--- config.mk ---
export PLATFORM = sky130hd
export DESIGN_NAME = desc_ring_cache
export DESIGN_NICKNAME = d
export VERILOG_FILES = /design/src/rtl/ringc_pkg.sv /design/src/rtl/ringc_delay.sv /design/src/rtl/ringc_queue.sv /design/src/rtl/ringc_fetch_ctl.sv /design/src/rtl/ringc_wb_ctl.sv /design/src/rtl/desc_ring_cache.sv
export SDC_FILE = /design/constraint.sdc
export NUM_CORES = 1
export LEC_CHECK = 0
export BUFFER_PORTS_ARGS = -buffer_cell sky130_fd_sc_hd__buf_4
export CAP_MARGIN = 20
export CORE_AREA = 2 2 181 183
export DETAILED_ROUTE_END_ITERATION = 12
export DIE_AREA = 0 0 183 185
export PLACE_DENSITY = 0.69
export SLEW_MARGIN = 20
export SYNTH_ARGS = -nofsm -noshare
export SYNTH_HDL_FRONTEND = slang
export SYNTH_SLANG_ARGS = --single-unit
export TNS_END_PERCENT = 50
--- constraint.sdc ---
create_clock -name clk -period 18.6 [get_ports clk]
set_clock_uncertainty 0.1 [all_clocks]
set_input_delay 1.86 -clock clk [delete_from_list [all_inputs] [get_ports clk]]
set_output_delay 1.86 -clock clk [all_outputs]
set_load 0.05 [all_outputs]
--- src/rtl/ringc_pkg.sv ---
package ringc_pkg;

  typedef enum logic [1:0] {
    CH_IDLE = 2'd0,
    CH_REQ  = 2'd1,
    CH_BUSY = 2'd2
  } chan_st_e;

  // Descriptors to read: up to the tail, or up to the ring end if the
  // tail has wrapped; then capped by the free cache slots.
  function automatic logic [31:0] fetch_span(input logic [31:0] tail,
                                             input logic [31:0] fptr,
                                             input logic [31:0] len,
                                             input logic [31:0] free);
    logic [31:0] s;
    s = (tail >= fptr) ? (tail - fptr) : (len - fptr);
    return (s < free) ? s : free;
  endfunction

  // True when writing every used entry would reach the ring end.
  function automatic logic wb_hits_end(input logic [31:0] used,
                                       input logic [31:0] head,
                                       input logic [31:0] len);
    return (used + head) >= len;
  endfunction

  // Descriptors to write back, after the ring-end clip or the mask trim.
  function automatic logic [31:0] wb_span(input logic [31:0] used,
                                          input logic [31:0] head,
                                          input logic [31:0] len,
                                          input logic [31:0] mask);
    if (wb_hits_end(used, head, len)) return len - head;
    if (mask != 32'd0) return used & ~mask;
    return used;
  endfunction

endpackage

--- src/rtl/ringc_delay.sv ---
module ringc_delay #(
  parameter int DLY_W = 8
) (
  input  logic             clk,
  input  logic             rst_n,
  input  logic             start,
  input  logic [DLY_W-1:0] dly,
  output logic             pending,
  output logic             fire
);
  logic [DLY_W-1:0] cnt;

  assign fire = pending && (cnt == '0);

  always_ff @(posedge clk or negedge rst_n) begin
    if (!rst_n) begin
      pending <= 1'b0;
      cnt     <= '0;
    end else if (pending) begin
      if (cnt == '0) pending <= 1'b0;
      else           cnt     <= cnt - 1'b1;
    end else if (start) begin
      pending <= 1'b1;
      cnt     <= dly;
    end
  end

  // a running count is neither dropped nor restarted before it fires
  a_r4_count_not_restarted: assert property (@(posedge clk) disable iff (!rst_n)
    pending && !fire |=> pending && (cnt == $past(cnt) - 1'b1));
  a_r11_fire_ends_count: assert property (@(posedge clk) disable iff (!rst_n)
    fire |=> !pending);

endmodule

--- src/rtl/ringc_queue.sv ---
module ringc_queue #(
  parameter int DEPTH = 8,
  parameter int IDX_W = 8,
  localparam int PTR_W = $clog2(DEPTH),
  localparam int OCC_W = PTR_W + 1
) (
  input  logic             clk,
  input  logic             rst_n,
  input  logic             flush,
  input  logic [OCC_W-1:0] push_n,
  input  logic [IDX_W-1:0] push_idx,
  input  logic             take,
  input  logic [OCC_W-1:0] retire_n,
  output logic [OCC_W-1:0] used_n,
  output logic [OCC_W-1:0] unused_n,
  output logic [OCC_W-1:0] free_n,
  output logic             avail,
  output logic [IDX_W-1:0] front_idx
);
  // One circular buffer: [wb_p, use_p) used, [use_p, fill_p) unused.
  logic [OCC_W-1:0] wb_p, use_p, fill_p;
  logic [IDX_W-1:0] slot [DEPTH];
  logic             take_ok;

  assign used_n    = use_p - wb_p;
  assign unused_n  = fill_p - use_p;
  assign free_n    = OCC_W'(DEPTH) - (fill_p - wb_p);
  assign avail     = (unused_n != '0);
  assign front_idx = slot[use_p[PTR_W-1:0]];
  assign take_ok   = take && avail;

  always_ff @(posedge clk or negedge rst_n) begin
    if (!rst_n) begin
      wb_p   <= '0;
      use_p  <= '0;
      fill_p <= '0;
    end else if (flush) begin
      wb_p   <= '0;
      use_p  <= '0;
      fill_p <= '0;
    end else begin
      fill_p <= fill_p + push_n;
      use_p  <= use_p + OCC_W'(take_ok);
      wb_p   <= wb_p + retire_n;
    end
  end

  for (genvar j = 0; j < DEPTH; j++) begin : g_slot
    logic [PTR_W-1:0] ofs;
    assign ofs = PTR_W'(j) - fill_p[PTR_W-1:0];
    always_ff @(posedge clk or negedge rst_n) begin
      if (!rst_n)
        slot[j] <= '0;
      else if (!flush && (OCC_W'(ofs) < push_n))
        slot[j] <= push_idx + IDX_W'(ofs);
    end
  end

  a_r3_no_overflow: assert property (@(posedge clk) disable iff (!rst_n)
    (fill_p - wb_p) <= OCC_W'(DEPTH));
  a_r6_retire_within_used: assert property (@(posedge clk) disable iff (!rst_n)
    retire_n <= used_n);
  a_r3_push_fits: assert property (@(posedge clk) disable iff (!rst_n)
    push_n <= free_n);

endmodule

--- src/rtl/ringc_fetch_ctl.sv ---
module ringc_fetch_ctl
  import ringc_pkg::*;
#(
  parameter int ADDR_W = 32,
  parameter int IDX_W  = 8,
  parameter int DEPTH  = 8,
  parameter int DLY_W  = 8,
  localparam int CNT_W = IDX_W + 1,
  localparam int OCC_W = $clog2(DEPTH) + 1
) (
  input  logic              clk,
  input  logic              rst_n,
  input  logic              trig,
  input  logic [DLY_W-1:0]  dly,
  input  logic [ADDR_W-1:0] base,
  input  logic [CNT_W-1:0]  ring_len,
  input  logic [IDX_W-1:0]  tail,
  input  logic [OCC_W-1:0]  free_n,
  input  logic              flush,
  output logic              rd_req,
  output logic [ADDR_W-1:0] rd_addr,
  output logic [OCC_W-1:0]  rd_cnt,
  input  logic              rd_ack,
  input  logic              rd_done,
  output logic [OCC_W-1:0]  push_n,
  output logic [IDX_W-1:0]  push_idx,
  output logic              inflight
);
  chan_st_e         st;
  logic [IDX_W-1:0] fptr;
  logic             dly_pending, dly_fire, fetch_end;
  logic [OCC_W-1:0] span;
  logic [CNT_W-1:0] fptr_nxt;

  ringc_delay #(.DLY_W(DLY_W)) u_dly (
    .clk     (clk),
    .rst_n   (rst_n),
    .start   (trig && (st == CH_IDLE)),
    .dly     (dly),
    .pending (dly_pending),
    .fire    (dly_fire)
  );

  assign span      = OCC_W'(fetch_span(32'(tail), 32'(fptr), 32'(ring_len), 32'(free_n)));
  assign fetch_end = (st == CH_BUSY) && rd_done;
  assign fptr_nxt  = {1'b0, fptr} + CNT_W'(rd_cnt);
  assign rd_req    = (st == CH_REQ);
  assign inflight  = (st != CH_IDLE);
  assign push_n    = fetch_end ? rd_cnt : '0;
  assign push_idx  = fptr;

  always_ff @(posedge clk or negedge rst_n) begin
    if (!rst_n) begin
      st      <= CH_IDLE;
      fptr    <= '0;
      rd_addr <= '0;
      rd_cnt  <= '0;
    end else begin
      if (flush) fptr <= '0;
      unique case (st)
        CH_IDLE: if (dly_fire && span != '0) begin
          st      <= CH_REQ;
          rd_cnt  <= span;
          rd_addr <= base + ADDR_W'({fptr, 4'b0000});
        end
        CH_REQ:  if (rd_ack) st <= CH_BUSY;
        CH_BUSY: if (rd_done) begin
          st   <= CH_IDLE;
          fptr <= (fptr_nxt >= ring_len) ? '0 : fptr_nxt[IDX_W-1:0];
        end
        default: st <= CH_IDLE;
      endcase
    end
  end

  a_r12_rd_held: assert property (@(posedge clk) disable iff (!rst_n)
    rd_req && !rd_ack |=> rd_req && $stable(rd_addr) && $stable(rd_cnt));
  a_r2_no_ring_cross: assert property (@(posedge clk) disable iff (!rst_n)
    rd_req |-> ({1'b0, fptr} + CNT_W'(rd_cnt)) <= ring_len);
  a_r3_rd_fits_free: assert property (@(posedge clk) disable iff (!rst_n)
    rd_req |-> (rd_cnt != '0) && (rd_cnt <= free_n));
  a_r4_no_delay_in_flight: assert property (@(posedge clk) disable iff (!rst_n)
    inflight |-> !dly_pending);

endmodule

--- src/rtl/ringc_wb_ctl.sv ---
module ringc_wb_ctl
  import ringc_pkg::*;
#(
  parameter int ADDR_W = 32,
  parameter int IDX_W  = 8,
  parameter int DEPTH  = 8,
  parameter int DLY_W  = 8,
  localparam int CNT_W = IDX_W + 1,
  localparam int OCC_W = $clog2(DEPTH) + 1
) (
  input  logic              clk,
  input  logic              rst_n,
  input  logic              trig,
  input  logic [IDX_W-1:0]  mask,
  input  logic [DLY_W-1:0]  dly,
  input  logic [ADDR_W-1:0] base,
  input  logic [CNT_W-1:0]  ring_len,
  input  logic              head_load,
  input  logic [IDX_W-1:0]  head_val,
  input  logic [OCC_W-1:0]  used_n,
  output logic              wr_req,
  output logic [ADDR_W-1:0] wr_addr,
  output logic [OCC_W-1:0]  wr_cnt,
  input  logic              wr_ack,
  input  logic              wr_done,
  output logic [OCC_W-1:0]  retire_n,
  output logic [IDX_W-1:0]  head,
  output logic              cmpl,
  output logic              inflight
);
  chan_st_e         st;
  logic [IDX_W-1:0] cur_mask;
  logic             more;
  logic             dly_pending, dly_fire, wb_end, clip, launch;
  logic [OCC_W-1:0] span;
  logic [CNT_W-1:0] head_nxt;

  assign wb_end   = (st == CH_BUSY) && wr_done;

  ringc_delay #(.DLY_W(DLY_W)) u_dly (
    .clk     (clk),
    .rst_n   (rst_n),
    .start   ((trig && (st == CH_IDLE)) || (wb_end && more)),
    .dly     (dly),
    .pending (dly_pending),
    .fire    (dly_fire)
  );

  assign span     = OCC_W'(wb_span(32'(used_n), 32'(head), 32'(ring_len), 32'(cur_mask)));
  assign clip     = wb_hits_end(32'(used_n), 32'(head), 32'(ring_len));
  assign launch   = (st == CH_IDLE) && dly_fire && (span != '0);
  assign retire_n = launch ? span : '0;
  assign head_nxt = {1'b0, head} + CNT_W'(wr_cnt);
  assign wr_req   = (st == CH_REQ);
  assign inflight = (st != CH_IDLE);

  always_ff @(posedge clk or negedge rst_n) begin
    if (!rst_n) begin
      st       <= CH_IDLE;
      head     <= '0;
      cur_mask <= '0;
      more     <= 1'b0;
      wr_addr  <= '0;
      wr_cnt   <= '0;
      cmpl     <= 1'b0;
    end else begin
      cmpl <= wb_end;
      if (head_load) head <= head_val;
      unique case (st)
        CH_IDLE: begin
          if (trig) cur_mask <= mask;
          if (dly_fire && clip) more <= 1'b1;
          if (launch) begin
            st      <= CH_REQ;
            wr_cnt  <= span;
            wr_addr <= base + ADDR_W'({head, 4'b0000});
          end
        end
        CH_REQ, CH_BUSY: begin
          if (trig && (mask < cur_mask)) begin
            cur_mask <= mask;
            more     <= 1'b1;
          end
          if (st == CH_REQ && wr_ack) st <= CH_BUSY;
          if (wb_end) begin
            st   <= CH_IDLE;
            head <= (head_nxt >= ring_len) ? IDX_W'(head_nxt - ring_len)
                                           : head_nxt[IDX_W-1:0];
            if (!(trig && (mask < cur_mask))) more <= 1'b0;
          end
        end
        default: st <= CH_IDLE;
      endcase
    end
  end

  a_r12_wr_held: assert property (@(posedge clk) disable iff (!rst_n)
    wr_req && !wr_ack |=> wr_req && $stable(wr_addr) && $stable(wr_cnt));
  a_r6_no_ring_cross: assert property (@(posedge clk) disable iff (!rst_n)
    wr_req |-> ({1'b0, head} + CNT_W'(wr_cnt)) <= ring_len);
  a_r7_no_empty_burst: assert property (@(posedge clk) disable iff (!rst_n)
    wr_req |-> wr_cnt != '0);
  a_r9_single_pulse: assert property (@(posedge clk) disable iff (!rst_n)
    cmpl |=> !cmpl);
  a_r9_head_stable_in_flight: assert property (@(posedge clk) disable iff (!rst_n)
    wr_req |=> $stable(head));

endmodule

--- src/rtl/desc_ring_cache.sv ---
module desc_ring_cache #(
  parameter int ADDR_W = 32,
  parameter int IDX_W  = 8,
  parameter int DEPTH  = 8,
  parameter int DLY_W  = 8,
  localparam int CNT_W  = IDX_W + 1,
  localparam int LENB_W = CNT_W + 4,
  localparam int OCC_W  = $clog2(DEPTH) + 1
) (
  input  logic              clk,
  input  logic              rst_n,
  input  logic              cfg_we,
  input  logic [ADDR_W-1:0] cfg_base,
  input  logic [LENB_W-1:0] cfg_len_bytes,
  input  logic [IDX_W-1:0]  cfg_head,
  input  logic [IDX_W-1:0]  ring_tail,
  input  logic [DLY_W-1:0]  trig_dly,
  input  logic              fetch_trig,
  input  logic              wb_trig,
  input  logic [IDX_W-1:0]  wb_mask,
  output logic              rd_req,
  output logic [ADDR_W-1:0] rd_addr,
  output logic [OCC_W-1:0]  rd_cnt,
  input  logic              rd_ack,
  input  logic              rd_done,
  output logic              wr_req,
  output logic [ADDR_W-1:0] wr_addr,
  output logic [OCC_W-1:0]  wr_cnt,
  input  logic              wr_ack,
  input  logic              wr_done,
  output logic              desc_valid,
  output logic [IDX_W-1:0]  desc_idx,
  input  logic              desc_take,
  output logic [IDX_W-1:0]  ring_head,
  output logic              wb_cmpl,
  output logic              cfg_err
);
  logic [ADDR_W-1:0] base_q;
  logic [CNT_W-1:0]  len_q;
  logic [OCC_W-1:0]  used_n, unused_n, free_n, push_n, retire_n;
  logic [IDX_W-1:0]  push_idx;
  logic              f_inflight, w_inflight, busy_any, cfg_ok;

  assign busy_any = (used_n != '0) || f_inflight || w_inflight;
  assign cfg_ok   = cfg_we && !busy_any;

  always_ff @(posedge clk or negedge rst_n) begin
    if (!rst_n) begin
      base_q  <= '0;
      len_q   <= '0;
      cfg_err <= 1'b0;
    end else begin
      if (cfg_ok) begin
        base_q <= cfg_base;
        len_q  <= cfg_len_bytes[LENB_W-1:4];
      end
      if (cfg_we && busy_any) cfg_err <= 1'b1;
    end
  end

  ringc_queue #(.DEPTH(DEPTH), .IDX_W(IDX_W)) u_queue (
    .clk       (clk),
    .rst_n     (rst_n),
    .flush     (cfg_ok),
    .push_n    (push_n),
    .push_idx  (push_idx),
    .take      (desc_take),
    .retire_n  (retire_n),
    .used_n    (used_n),
    .unused_n  (unused_n),
    .free_n    (free_n),
    .avail     (desc_valid),
    .front_idx (desc_idx)
  );

  ringc_fetch_ctl #(.ADDR_W(ADDR_W), .IDX_W(IDX_W), .DEPTH(DEPTH), .DLY_W(DLY_W)) u_fetch (
    .clk      (clk),
    .rst_n    (rst_n),
    .trig     (fetch_trig || wb_cmpl),
    .dly      (trig_dly),
    .base     (base_q),
    .ring_len (len_q),
    .tail     (ring_tail),
    .free_n   (free_n),
    .flush    (cfg_ok),
    .rd_req   (rd_req),
    .rd_addr  (rd_addr),
    .rd_cnt   (rd_cnt),
    .rd_ack   (rd_ack),
    .rd_done  (rd_done),
    .push_n   (push_n),
    .push_idx (push_idx),
    .inflight (f_inflight)
  );

  ringc_wb_ctl #(.ADDR_W(ADDR_W), .IDX_W(IDX_W), .DEPTH(DEPTH), .DLY_W(DLY_W)) u_wb (
    .clk       (clk),
    .rst_n     (rst_n),
    .trig      (wb_trig),
    .mask      (wb_mask),
    .dly       (trig_dly),
    .base      (base_q),
    .ring_len  (len_q),
    .head_load (cfg_ok),
    .head_val  (cfg_head),
    .used_n    (used_n),
    .wr_req    (wr_req),
    .wr_addr   (wr_addr),
    .wr_cnt    (wr_cnt),
    .wr_ack    (wr_ack),
    .wr_done   (wr_done),
    .retire_n  (retire_n),
    .head      (ring_head),
    .cmpl      (wb_cmpl),
    .inflight  (w_inflight)
  );

  a_r10_busy_write_flags: assert property (@(posedge clk) disable iff (!rst_n)
    cfg_we && busy_any |=> cfg_err);
  a_r10_idle_write_flushes: assert property (@(posedge clk) disable iff (!rst_n)
    cfg_ok |=> (used_n == '0) && (unused_n == '0) && $stable(cfg_err));
  a_r4_one_request_each: assert property (@(posedge clk) disable iff (!rst_n)
    rd_req |-> !(f_inflight && push_n != '0));

endmodule

**After elaboration in Yosys (flattened, before gate mapping)**

Cells that the tools add are included.

- Register bits after elaboration: 238
- Input bits: 87
- Output and inout port bits: 93
- Logic and storage cells: 201

- Add/subtract/negate cells: 34
- Order comparisons: 15
- Eq/ne operators: 14
- Muxes and demuxes: 53
- Bitwise operators: 3
- Reductions and logical operators: 53

Operator list:

| kind | count |
|---|---|
| 2-to-1 mux 8 bit | 18 |
| adder 32 x 12 -> 32 bit | 2 |
| adder 8 x 3 -> 8 bit | 8 |
| 2-to-1 mux 4 bit | 10 |
| less-than comparator 3 x 4 -> 1 bit | 8 |
| less-than comparator 32 x 4 -> 1 bit | 1 |
| 2-to-1 mux 32 bit | 1 |
| greater-or-equal comparator 9 bit | 3 |
| binary-select mux 8 bit (select 3 bit) | 1 |
| logical AND 1 bit | 24 |
| adder 8 x 4 -> 9 bit | 2 |
| logical NOT 8 bit | 2 |
| one-hot mux 8 bit (2 select lines) | 1 |
| nonzero test 4 bit | 4 |
| subtractor 4 bit | 4 |
| subtractor 8 x 1 -> 8 bit, second input constant | 2 |
| 2-to-1 mux 1 bit | 13 |
| 2-to-1 mux 2 bit | 6 |
| != test 2 bit, second input constant | 6 |
| AND reduction 2 bit | 6 |
| subtractor 3 bit, first input constant | 4 |
| nonzero test 2 bit | 5 |
| subtractor 9 x 8 -> 10 bit | 1 |
| adder 4 x 8 -> 9 bit | 1 |
| 26 further kinds | 39 |

**Logic depth before layout (Yosys ltp)**

Gate-level depths: netlist of the first run.

- Depth in word-level cells: 12
- Gate-level depth with buffers: 28
- Mapped depth without buffers: 25

**Hierarchy**

From an unflattened synthesis of the first run, not the netlist that was laid out.

- Cells, all modules: 1572
- Area total of the unflattened synthesis: 16684.8 um2

Modules (own cells, without submodules):

| module | times used | cells an instance | area each (um2) | seq. area each (um2) |
|---|---|---|---|---|
| ringc_queue | 1 | 495 | 5347.6 | 1901.8 |
| ringc_wb_ctl | 1 | 448 | 4401.7 | 1401.3 |
| ringc_fetch_ctl | 1 | 403 | 3995.1 | 1151.1 |
| desc_ring_cache | 1 | 94 | 1751.7 | 1051.0 |
| ringc_delay | 2 | 66 | 594.3 | 225.2 |

**Worst setup path before layout of the first run**

Ideal clock, no wire load.

- Path type: reg-to-reg
- Start: register u_queue.use_p[0]
- End: register u_queue.wb_p[3]
- Setup time: 0.078 ns
- Data arrival time: 6.095 ns
- Required time: 18.422 ns
- Path slack: 12.327 ns
- Stages on the path, launching flop included: 29
- Buffers on the path: 3
- Period minus slack after synthesis: 6.273 ns
- Cell sequence: dfrtp_1 > clkbuf_1 > buf_1 > inv_1 > ha_1 > inv_1 > fa_1 > inv_1 > fa_1 > inv_1 > a21o_1 > a21oi_1 > nor2_1 > xor2_1 > ha_1 > o21a_1 > o21a_1 > o31a_1 > a311o_1 > buf_2 > nor4b_1 > or3_1 > nor2_1 > ha_1 > a21o_1 > a21oi_1 > xnor2_1 > or3_1 > a21oi_1

- Word-level cells in the longest chain between the ends: 10
- Elaborated cells between the ends (all ways): 18
- Classes of those cells: 3 x add/sub; 1 x order compare; 6 x mux; 1 x bitwise; 7 x reduce/logical

Ends and longest elaborated chain:

| item | line | RTL |
|---|---|---|
| from (decl) | ringc_queue.sv:21 | `logic [OCC_W-1:0] wb_p, use_p, fill_p;` |
| from (signal assigned) | ringc_queue.sv:43 | `use_p <= use_p + OCC_W'(take_ok);` |
| subtractor 4 bit * | ringc_queue.sv:25 | `assign used_n = use_p - wb_p;` |
| adder 4 x 8 -> 9 bit / bitwise AND 4 bit (equally long branches) | ringc_pkg.sv:24, ringc_pkg.sv:33 |  |
| greater-or-equal comparator 9 bit / 2-to-1 mux 4 bit (equally long branches) | ringc_pkg.sv:24, ringc_pkg.sv:33 |  |
| 2-to-1 mux 1 bit / 2-to-1 mux 4 bit (equally long branches) | ringc_pkg.sv:32, ringc_pkg.sv:34 |  |
| 2-to-1 mux 4 bit | ringc_pkg.sv:33 | `if (mask != 32'd0) return used & ~mask;` |
| nonzero test 4 bit | ringc_wb_ctl.sv:51 | `assign launch = (st == CH_IDLE) && dly_fire && (span != '0);` |
| logical AND 1 bit | ringc_wb_ctl.sv:51 |  |
| 2-to-1 mux 4 bit | ringc_wb_ctl.sv:52 | `assign retire_n = launch ? span : '0;` |
| adder 4 bit | ringc_queue.sv:44 | `wb_p <= wb_p + retire_n;` |
| 2-to-1 mux 4 bit * | ringc_queue.sv:37 | `end else if (flush) begin` |
| to (signal assigned) | ringc_queue.sv:44 |  |
| to (decl) | ringc_queue.sv:21 |  |

Mark *: on every way between the ends. The rest lies on a longest branch, timed or not.
A chain may end at the register's enable or synchronous reset.

**Worst setup path in the final report of the first run**

- Start: input port ring_tail[2]
- End: register u_fetch.rd_addr[0]

- Word-level cells in the longest chain between the ends: 7
- Elaborated cells between the ends (all ways): 8
- Classes of those cells: 1 x add/sub; 2 x order compare; 2 x mux; 3 x reduce/logical

Ends and longest elaborated chain:

| item | line | RTL |
|---|---|---|
| from (decl) | desc_ring_cache.sv:16 | `input logic [IDX_W-1:0] ring_tail,` |
| subtractor 8 x 8 -> 9 bit / greater-or-equal comparator 8 bit (equally long branches) | ringc_pkg.sv:16 | `s = (tail >= fptr) ? (tail - fptr) : (len - fptr);` |
| 2-to-1 mux 32 bit * | ringc_pkg.sv:16 |  |
| less-than comparator 32 x 4 -> 1 bit | ringc_pkg.sv:17 | `return (s < free) ? s : free;` |
| 2-to-1 mux 4 bit * | ringc_pkg.sv:17 |  |
| nonzero test 4 bit * | ringc_fetch_ctl.sv:61 | `CH_IDLE: if (dly_fire && span != '0) begin` |
| logical AND 1 bit * | ringc_fetch_ctl.sv:61 |  |
| AND reduction 2 bit (no source line) * | - |  |
| to (signal assigned) | ringc_fetch_ctl.sv:64 | `rd_addr <= base + ADDR_W'({fptr, 4'b0000});` |
| to (decl) | ringc_fetch_ctl.sv:21 | `output logic [ADDR_W-1:0] rd_addr,` |

Marked as above.

==> results.yml, run 1 <==
outcome:
  status: "complete, no violations"
setup_path:
  cp_top_family: "compound AO/OA/AOI/OAI gates"
  critPathArrivalTime_ns: 6.69
  slowest_stage: "o21ai_1"
  r2r-end: "u_fetch.rd_addr[0]$_DFFE_PN0P_"
  r2r_start: "u_fetch.push_idx[1]$_DFF_PN0_"
  reg2reg_depth: 17
  cp_num_cells: 17
  crit_fanout: 36
  crit_path_end: "u_fetch.rd_addr[0]$_DFFE_PN0P_"
  timing.critical_path.required_ns: 18.93
  path_class: "input pin to register"
  worstSetupEndpointType: "register"
  max_stage_delay_ns: 0.69
  worstSetupStartpointType: "input pin"
  cp.buffers_inverters: 2
  startpoint: "ring_tail[2]"
  worst-r2r-setup-slack_ns: 12.41
  path_cells: "buf_4, ha_1, o21ai_1, a21oi_2, nor4_2, o21ai_1, o21ai_0, ha_1, a21o_1, a21o_1, a221oi_1, nand3_1, o41ai_4, nand3_2, mux2i_4, buf_4, mux2_2"
power:
  power.leakage_nw: 8.75
  powerDensity_mw_per_mm2: 170
  peakVddDrop_mv: 0.117
clocking:
  insertion_delay_ns: 0.55
  clk_pin_slew_ns: 0.06
  cts.sinks: 238
  ctsResizeCount: 0
  numCtsBuffers: 27
  cts_tree: "yes"
  postCtsSetupBuffers: 0
  max-clock-path-buffers: 3
  hold_buffers: 0
  root_buffer: "clkbuf_16"
  h-tree-depth: 1
die:
  die_area_sq_mm: 0.0339
  core_sq_mm: 0.0320
  die_y_microns: 185
  std_cell_rows: 66
  die_w_microns: 183
  initial_core_util: 0.492
  io_pins: 180
drt:
  viasPerCell: 5.57
  drc: 0
  drt.antenna.violating_nets: 0
  wirelength_mm: 41.8
  first_pass_iters: 5
  drtIter0Drc: 879
  wl_per_cell_microns: 18.6
  top_layer: "met4"
  dr_wl_met2_mm: 20.1
  vias: 12536
  wl_met1_mm: 18.1
  dr_wl_met3_mm: 2.24
sta:
  clock.fmax_ghz: 0.157
  fin_crit_ns: 6.36
  tightestPinTransition_ns: 1.09
  final_hold_viol_count: 0
  relSlewSlack: 0.268
  rsz0062_at_grt: "false"
  maxSlewViolCount: 0
  setup_violations: 0
  setup_tns_ns: 0
  setup_ws_ns: 12.24
  final.period_utilization: 0.342
global_routing:
  grt.total_usage: 0.249
  antenna_found_initial: 0
  grt_pass1_vias: 12573
  overflow: 0
  grt_pass1_wl_mm: 66.9
  grt_max_degree: 112
placed_design:
  hpwl_mm: 30.4
  port_buffers: 175
  post-place-ws_ns: 11.67
  routabilityCongestion: 0.869
layout:
  final_layout_size_suffix_gt1_frac: 0.187
  antennaDiodeCount: 0
  nNetsFinal: 2063
  final_cell_mix: "nand2_1 (238), dfrtp_1 (238), buf_4 (186), nor2_1 (137), ha_1 (137)"
  syn_to_final_growth_pct: 16.1
synthesis:
  ys_seq_area_frac: 0.377
  synth-main-ff-cell: "dfrtp_1"
  synth-xor-area-share: 0.0810
  synth_mux_area_frac: 0.0933
  syn_area_per_cell_sq_um: 9.43
  syn_inst: 1673
  synth-adder-area-share: 0.131
  synth_cell_types: 73
  yosysTopAreaCell: "dfrtp_1"
  synth_area_leaders: "dfrtp_1 (38%), ha_1 (11%), xnor2_1 (6.4%)"
  syn-num-nets: 1915
  synth-simple-area-share: 0.148
  syn_area_sq_mm: 0.0158
  synth_top_area_share: 0.377
  synth_edf_count: 0
  yosys_register_bits: 238
  yosys_warnings: 0
  async_reset_ff_frac: 1.00
  synth_top_family_by_area: "simple AND/OR/NAND/NOR gates"
  synth-compound-area-share: 0.123
job:
  cap_violations: 0
min_path:
  hp-class: "register to register"
## stage by stage
step | instance area [sq um] | hold slack, ns | util | std cells | power (mW)
finish | 18300 | 0.363 | 0.572 | 2250 | 3.11
global route | 18300 | 0.396 | 0.572 | 2250 | 3.36
CTS | 18300 | 0.364 | 0.571 | 2249 | 3.11
detailed placement | 17400 | 0.350 | 0.542 | 2199 | 2.54
global placement | 17400 | 0.344 | 0.542 | 2199 | 2.48
floorplan | 15800 | 0.341 | - | 1673 | 2.09
## layout make-up
| class | count | area [sq um] |
|---|---|---|
| Inverter | 106 | 398 |
| Clock inverter | 7 | 106 |
| Fill cell | 2854 | 13700 |
| Timing Repair Buffer | 187 | 1410 |
| Clock buffer | 43 | 826 |
| Multi-Input combinational cell | 1261 | 9120 |
| Tap cell | 408 | 510 |
| Sequential cell | 238 | 5960 |
## flip-flops by register name (all words and copies together), names as in the netlist, 2 cells and up
signal and flops:
u_queue.fill_p 4, u_wb.cur_mask 8, u_fetch.rd_addr 32, u_fetch.u_dly.cnt 8, u_fetch.push_idx 8, u_wb.wr_cnt 4
u_queue.slot 64, u_wb.wr_addr 32, u_queue.use_p 4, u_queue.wb_p 4, u_wb.head 8, u_fetch.rd_cnt 4
u_wb.st 2, u_wb.u_dly.cnt 8, len_q 9, u_fetch.st 2, base_q 32
## synth_stat cells, drive strengths merged, types with 25 or more instances
cell type    n
a21o        36
a21oi      106
clkbuf      50
dfrtp      238
ha         137
inv        105
mux2        75
nand2      238
nand3       25
nor2       138
nor3        28
o21ai      126
xnor2      115
xor2        31
## report_power, final
group / internal [mW] / switching, mW / total (mW)
Combinational: 0.689 / 0.990 / 1.68
Sequential: 0.698 / 0.182 / 0.881
Clock: 0.333 / 0.219 / 0.552
Total: 1.72 / 1.39 / 3.11
## worst min path at each step
stage	start	to	slack (ns)	cells past startpoint
floorplan	u_queue.slot[16]$_DFFE_PN0P_	u_queue.slot[16]$_DFFE_PN0P_	0.34	2
global placement	cfg_err$_DFFE_PN0P_	cfg_err$_DFFE_PN0P_	0.34	1
detailed placement	cfg_err$_DFFE_PN0P_	cfg_err$_DFFE_PN0P_	0.35	1
CTS	cfg_err$_DFFE_PN0P_	cfg_err$_DFFE_PN0P_	0.36	1
global route	cfg_err$_DFFE_PN0P_	cfg_err$_DFFE_PN0P_	0.40	1
finish	cfg_err$_DFFE_PN0P_	cfg_err$_DFFE_PN0P_	0.36	1
## routing by layer
layer  track usage  up-vias
met5             0        -
met4        0.0845        0
met3        0.0356       88
met2         0.425      353
met1         0.325     6088
li1              -     6007
## cells by family after synthesis
| family | count (synthesis) |
|---|---|
| simple gates | 526 |
| compound gates | 328 |
| flops | 238 |
| buf+inv | 174 |
| fa+ha+maj | 155 |
| xor+xnor | 146 |
| mux | 106 |
(Power assumes the default switching activity.)
==> inputs of run 2 (changes only) <==
==> constraint.sdc (replaced) <==
create_clock -name clk -period 6.05 [get_ports clk]
set_clock_uncertainty 0.1 [all_clocks]
set_input_delay 0.605 -clock clk [delete_from_list [all_inputs] [get_ports clk]]
set_output_delay 0.605 -clock clk [all_outputs]
set_load 0.05 [all_outputs]
==> run 2 against run 1 <==
  * Combinational power rose to 3.1 times the previous value
  * Setup slack worse by 12 ns
  * Die area unchanged
  * Worst hold slack worse by 0.24 ns
  * Global-route usage down 0.073 points
  * Critical endpoint is now u_queue.wb_p[3]$_DFF_PN0_
==> results.yml, run 2 (synthesized netlist as in run 1, its figures left out) <==
global_routing:
  grt.total_usage: 0.248
  grt_pass1_vias: 12595
  antenna_found_initial: 0
  grt_pass1_wl_mm: 66.9
  overflow: 0
  grt_max_degree: 156
drt:
  drc: 0
  wl_per_cell_microns: 18.4
  wirelength_mm: 41.6
  vias: 12456
  viasPerCell: 5.50
  drtIter0Drc: 795
  drt.antenna.violating_nets: 0
  first_pass_iters: 7
setup_path:
  max_stage_delay_ns: 0.52
  worstSetupStartpointType: "register"
  crit_fanout: 9
  critPathArrivalTime_ns: 6.03
  cp_common_cell: "inv_1"
  slowest_stage: "fa_1"
  reg2reg_depth: 25
  timing.critical_path.required_ns: 6.44
  path_class: "register to register"
  worstSetupEndpointType: "register"
sta:
  setup_tns_ns: 0
  relSlewSlack: 0.317
  tightestPinTransition_ns: 1.02
  maxSlewViolCount: 0
  fin_crit_ns: 5.64
  clock.fmax_ghz: 0.177
  rsz0062_at_grt: "false"
  final.period_utilization: 0.932
  final_hold_viol_count: 0
  setup_violations: 0
power:
  powerDensity_mw_per_mm2: 528
  pwr-share-clk: 0.191
  switching_share: 0.442
  pwr-share-comb: 0.532
  seqPwrFrac: 0.277
  p_total_mw: 9.79
  p_sw_mw: 4.33
  power.leakage_nw: 8.86
  intPower_mw: 5.47
  peakVddDrop_mv: 0.316
clocking:
  postCtsSetupBuffers: 0
  numCtsBuffers: 28
  max-clock-path-buffers: 3
  clk_pin_slew_ns: 0.06
  root_buffer: "clkbuf_16"
  cts.sinks: 238
  insertion_delay_ns: 0.57
  cts_tree: "yes"
  h-tree-depth: 1
layout:
  antennaDiodeCount: 0
  stdcell_area_sq_mm: 0.0185
  syn_to_final_growth_pct: 17.5
  nNetsFinal: 2075
  largest_register_ff_count: 64
  final_layout_size_suffix_gt1_frac: 0.196
  fin_cells: 2263
  largest-register: "u_queue.slot"
  final_cell_mix: "nand2_1 (238), dfrtp_1 (238), buf_4 (194), nor2_1 (137), ha_1 (137)"
placed_design:
  placed_area_sq_mm: 0.0175
  routabilityCongestion: 0.882
  port_buffers: 175
  hpwl_mm: 30.0
  dp.cells: 2210
job:
  cap_violations: 0
die:
  die_w_microns: 183
  core_sq_mm: 0.0320
  initial_core_util: 0.492
  die_y_microns: 185
  io_pins: 180
  std_cell_rows: 66
  die_area_sq_mm: 0.0339
outcome:
  status: "complete, no violations"
min_path:
  holdPathStages: 3
  hp-class: "input pin to register"
run 2: changes by cell type in the layout (fill, tap and decap cells not counted), moves of 2 or more:
cell / delta
buf_12: +2
buf_4: +8
bufinv_16: +4
clkbuf_1: -4
clkbuf_8: -6
clkinv_2: +5
run 2: final timing paths:
path / start / to / slack (ns)
min in group asynchronous: rst_n / u_queue.slot[45]$_DFFE_PN0P_ / 0.52
worst max register to register: u_queue.use_p[0]$_DFF_PN0_ / u_queue.wb_p[3]$_DFF_PN0_ / 0.41
worst min-delay path: cfg_base[9] / base_q[9]$_DFFE_PN0P_ / 0.12
max in group asynchronous: rst_n / u_wb.wr_cnt[2]$_DFFE_PN0P_ / 3.98
worst max-delay path: u_queue.use_p[0]$_DFF_PN0_ / u_queue.wb_p[3]$_DFF_PN0_ / 0.41
worst min register to register: u_queue.slot[51]$_DFFE_PN0P_ / u_queue.slot[51]$_DFFE_PN0P_ / 0.38
run 2: power by group through the flow:
| stage | combinational [mW] | sequential (mW) | clock [mW] |
|---|---|---|---|
| 3_5_place_dp | 5.16 | 2.73 | 0 |
| 5_1_grt | 5.79 | 2.79 | 1.98 |
| 2_1_floorplan | 3.60 | 2.84 | 0 |
| 4_1_cts | 5.21 | 2.71 | 1.90 |
| 6_report | 5.21 | 2.71 | 1.87 |
| 3_3_place_gp | 5.02 | 2.70 | 0 |
run 2: timing repair:
action,4_1_cts,5_1_grt
gates resized for setup,0,3
endpoints found under the hold margin,79,0
setup endpoints to repair,0,1
hold buffers,1,0
run 2: metal layers:
layer  vias up  GRT usage  share of wire
met5         -          0              0
met1      6010      0.327           0.43
met3        81     0.0391          0.054
met2       334      0.420           0.48
li1       6031          -              -
met4         0     0.0781          0.031
run 2: layout make-up:
| cell class | instances | area, sq um |
|---|---|---|
| clock buffers | 34 | 753 |
| clock inverters | 18 | 278 |
| fillers | 2802 | 13500 |
| inverters | 106 | 398 |
| multi-input cells | 1261 | 9130 |
| flip-flops and latches | 238 | 5960 |
| well taps | 408 | 510 |
| repair buffers | 198 | 1520 |
run 2: stage by stage:
step / hold slack (ns) / util / worst slack (ns)
global route: 0.114 / 0.579 / 0.0269
global placement: 0.345 / 0.546 / 0.420
floorplan: 0.209 / - / 0.196
finish: 0.124 / 0.579 / 0.410
detailed placement: 0.355 / 0.546 / 0.279
CTS: 0.108 / 0.578 / 0.252
run 2: worst max-delay path: cells and delay by family, from the launching register on:
family                   cells  cell delay [ns]
AO/OA/AOI/OAI                9             1.57
XOR/XNOR                     2             0.27
adder cells (fa/ha/maj)      5             1.62
buffers and inverters        4             0.30
flip-flops                   1             0.38
AND/OR/NAND/NOR              5             1.34
==> inputs of run 3 (changes only) <==
--- a/config.mk
+++ b/config.mk
@@ -10,7 +10,7 @@
 export CORE_AREA = 2 2 181 183
 export DETAILED_ROUTE_END_ITERATION = 12
 export DIE_AREA = 0 0 183 185
-export PLACE_DENSITY = 0.69
+export PLACE_DENSITY = 0.66
 export SLEW_MARGIN = 20
 export SYNTH_ARGS = -nofsm -noshare
 export SYNTH_HDL_FRONTEND = slang
==> run 3 against run 2 <==
  * Via count grew 0.47%
  * Worst hold slack lost 0.11 ns
  * Critical path type unchanged
  * Final area fell by 0.36%
  * Routed wire length grew 0.86%
  * Die area unchanged
  * Total power shrank 2.0%
  * Non-clock buffer count increased by 4
  * First-iteration DRC count shrank 3.0%
  * Cell count barely moved
  * Register-to-register slack worse by 0.13 ns
  * Clock power fell by 9.6%
==> results.yml, run 3 (synthesized netlist as in run 1, its figures left out) <==
outcome:
  status: "complete, no violations"
setup_path:
  timing.critical_path.required_ns: 6.42
  path_class: "register to register"
  crit_fanout: 9
  cp.buffers_inverters: 2
  path_cells: "inv_1, ha_1, inv_1, fa_1, xor2_1, ha_1, a21o_1, a21oi_2, nor2_1, xor2_1, ha_1, o21a_1, o21a_1, o31a_1, a311o_2, nor4b_1, or3_1, nor2_2, ha_1, a21o_1, a21oi_1, xnor2_1, or3_1, a21oi_1"
  worstSetupStartpointType: "register"
  max_stage_delay_ns: 0.46
  critPathArrivalTime_ns: 6.14
  cp_top_family: "compound AO/OA/AOI/OAI gates"
  worstSetupEndpointType: "register"
  cp_common_cell: "ha_1"
  slowest_stage: "a311o_2"
power:
  powerDensity_mw_per_mm2: 519
  intPower_mw: 5.32
  pwr-share-clk: 0.177
  p_sw_mw: 4.28
  pwr-share-comb: 0.542
  switching_share: 0.445
  peakVddDrop_mv: 0.323
  seqPwrFrac: 0.282
  power.leakage_nw: 8.83
clocking:
  numCtsBuffers: 28
  cts_tree: "yes"
  max-clock-path-buffers: 3
  postCtsSetupBuffers: 0
  clk_pin_slew_ns: 0.06
  root_buffer: "clkbuf_16"
  insertion_delay_ns: 0.56
  cts.sinks: 238
  h-tree-depth: 1
die:
  die_w_microns: 183
  die_area_sq_mm: 0.0339
  die_y_microns: 185
  std_cell_rows: 66
  initial_core_util: 0.492
  core_sq_mm: 0.0320
  io_pins: 180
layout:
  fillers: 2880
  antennaDiodeCount: 0
  syn_to_final_growth_pct: 17.1
  largest-register: "u_queue.slot"
  final_common_cell: "nand2_1"
  utilization: 0.577
  final_cell_mix: "nand2_1 (238), dfrtp_1 (237), buf_4 (199), nor2_1 (137), ha_1 (137)"
  nNetsFinal: 2079
  final_layout_size_suffix_gt1_frac: 0.195
  largest_register_ff_count: 64
global_routing:
  grt_pass1_vias: 12722
  overflow: 0
  antenna_found_initial: 0
  grt_max_degree: 121
  grt_pass1_wl_mm: 66.9
  grt.total_usage: 0.249
sta:
  setup_ws_ns: 0.284
  relSlewSlack: 0.262
  final.period_utilization: 0.953
  setup_violations: 0
  setup_tns_ns: 0
  worst_hold_slack_ns: 0.0132
  maxSlewViolCount: 0
  tightestPinTransition_ns: 1.10
  clock.fmax_ghz: 0.173
  final_hold_viol_count: 0
  rsz0062_at_grt: "false"
  fin_crit_ns: 5.77
min_path:
  hp-class: "input pin to async pin"
placed_design:
  routabilityCongestion: 0.882
  post-place-ws_ns: 0.0917
  hpwl_mm: 30.4
  port_buffers: 175
job:
  cap_violations: 0
drt:
  drtIter0Drc: 771
  vias: 12515
  wl_met1_mm: 18.2
  dr_wl_met2_mm: 19.9
  drc: 0
  wirelength_mm: 42.0
  first_pass_iters: 5
  top_layer: "met4"
  viasPerCell: 5.53
  drt.antenna.violating_nets: 0
  dr_wl_met3_mm: 2.33
  wl_per_cell_microns: 18.5
==> run 3: cell types whose count changed in the layout (fill, tap and decap cells not counted), sizes merged <==
| cell | delta |
|---|---|
| inv | -1 |
| clkinv | -4 |
| bufinv | -4 |
| clkinvlp | -1 |
| clkbuf | +8 |
| dlygate4sd3 | -1 |
| buf | +5 |
==> run 3: layout make-up <==
cell class | count | area [sq um] | area share
Clock buffer | 42 | 803 | 0.0435
Inverter | 106 | 398 | 0.0215
Tap cell | 408 | 510 | 0.0276
Multi-Input combinational cell | 1261 | 9140 | 0.495
Timing Repair Buffer | 202 | 1550 | 0.0838
Sequential cell | 238 | 5960 | 0.322
Clock inverter | 8 | 121 | 0.00657
==> run 3: repair_timing <==
item,CTS,global route
gates resized for setup,0,7
hold buffers,0,0
setup endpoints to repair,0,1
==> run 3: power groups by stage <==
stage / logic (mW) / clock network (mW) / registers (mW)
6_report: 5.20 / 1.69 / 2.70
5_1_grt: 5.80 / 1.79 / 2.78
4_1_cts: 5.18 / 1.73 / 2.70
3_5_place_dp: 5.15 / 0 / 2.72
3_3_place_gp: 5.01 / 0 / 2.70
2_1_floorplan: 3.60 / 0 / 2.84
==> run 3: metrics by stage <==
| step | cell area [sq um] | std cells | total power, mW |
|---|---|---|---|
| floorplan | 15800 | 1673 | 6.44 |
| global placement | 17500 | 2215 | 7.71 |
| detailed placement | 17500 | 2215 | 7.87 |
| CTS | 18400 | 2265 | 9.62 |
| global route | 18500 | 2265 | 10.4 |
| finish | 18500 | 2265 | 9.60 |
==> run 3: worst paths after layout <==
kind                                            startpoint                           end  slack (ns)  cells past startpoint
max in group asynchronous                            rst_n     u_queue.wb_p[1]$_DFF_PN0_        4.66                      2
worst max-delay path            u_queue.use_p[0]$_DFF_PN0_     u_queue.wb_p[3]$_DFF_PN0_        0.28                     24
worst max register to register  u_queue.use_p[0]$_DFF_PN0_     u_queue.wb_p[3]$_DFF_PN0_        0.28                     24
worst min-delay path                                 rst_n  u_queue.slot[61]$_DFFE_PN0P_        0.01                      1
worst min register to register         cfg_err$_DFFE_PN0P_           cfg_err$_DFFE_PN0P_        0.37                      1
min in group clk                               cfg_base[9]         base_q[9]$_DFFE_PN0P_        0.13                      3
==> run 3: routing by layer <==
metal,GRT usage,vias to the layer above
met1,0.326,6037
met2,0.420,353
li1,-,6037
met3,0.0378,88
met5,0,-
met4,0.0954,0
==> run 3: worst reg2reg max path, stage by stage, from the launching register on <==
cell and delay, ns:
dfrtp_1 0.38, inv_1 0.08, ha_1 0.14, inv_1 0.06, fa_1 0.37, xor2_1 0.29
ha_1 0.33, a21o_1 0.21, a21oi_2 0.21, nor2_1 0.08, xor2_1 0.14, ha_1 0.29
o21a_1 0.16, o21a_1 0.19, o31a_1 0.11, a311o_2 0.46, nor4b_1 0.20, or3_1 0.44
nor2_2 0.22, ha_1 0.27, a21o_1 0.15, a21oi_1 0.18, xnor2_1 0.11, or3_1 0.36
a21oi_1 0.16
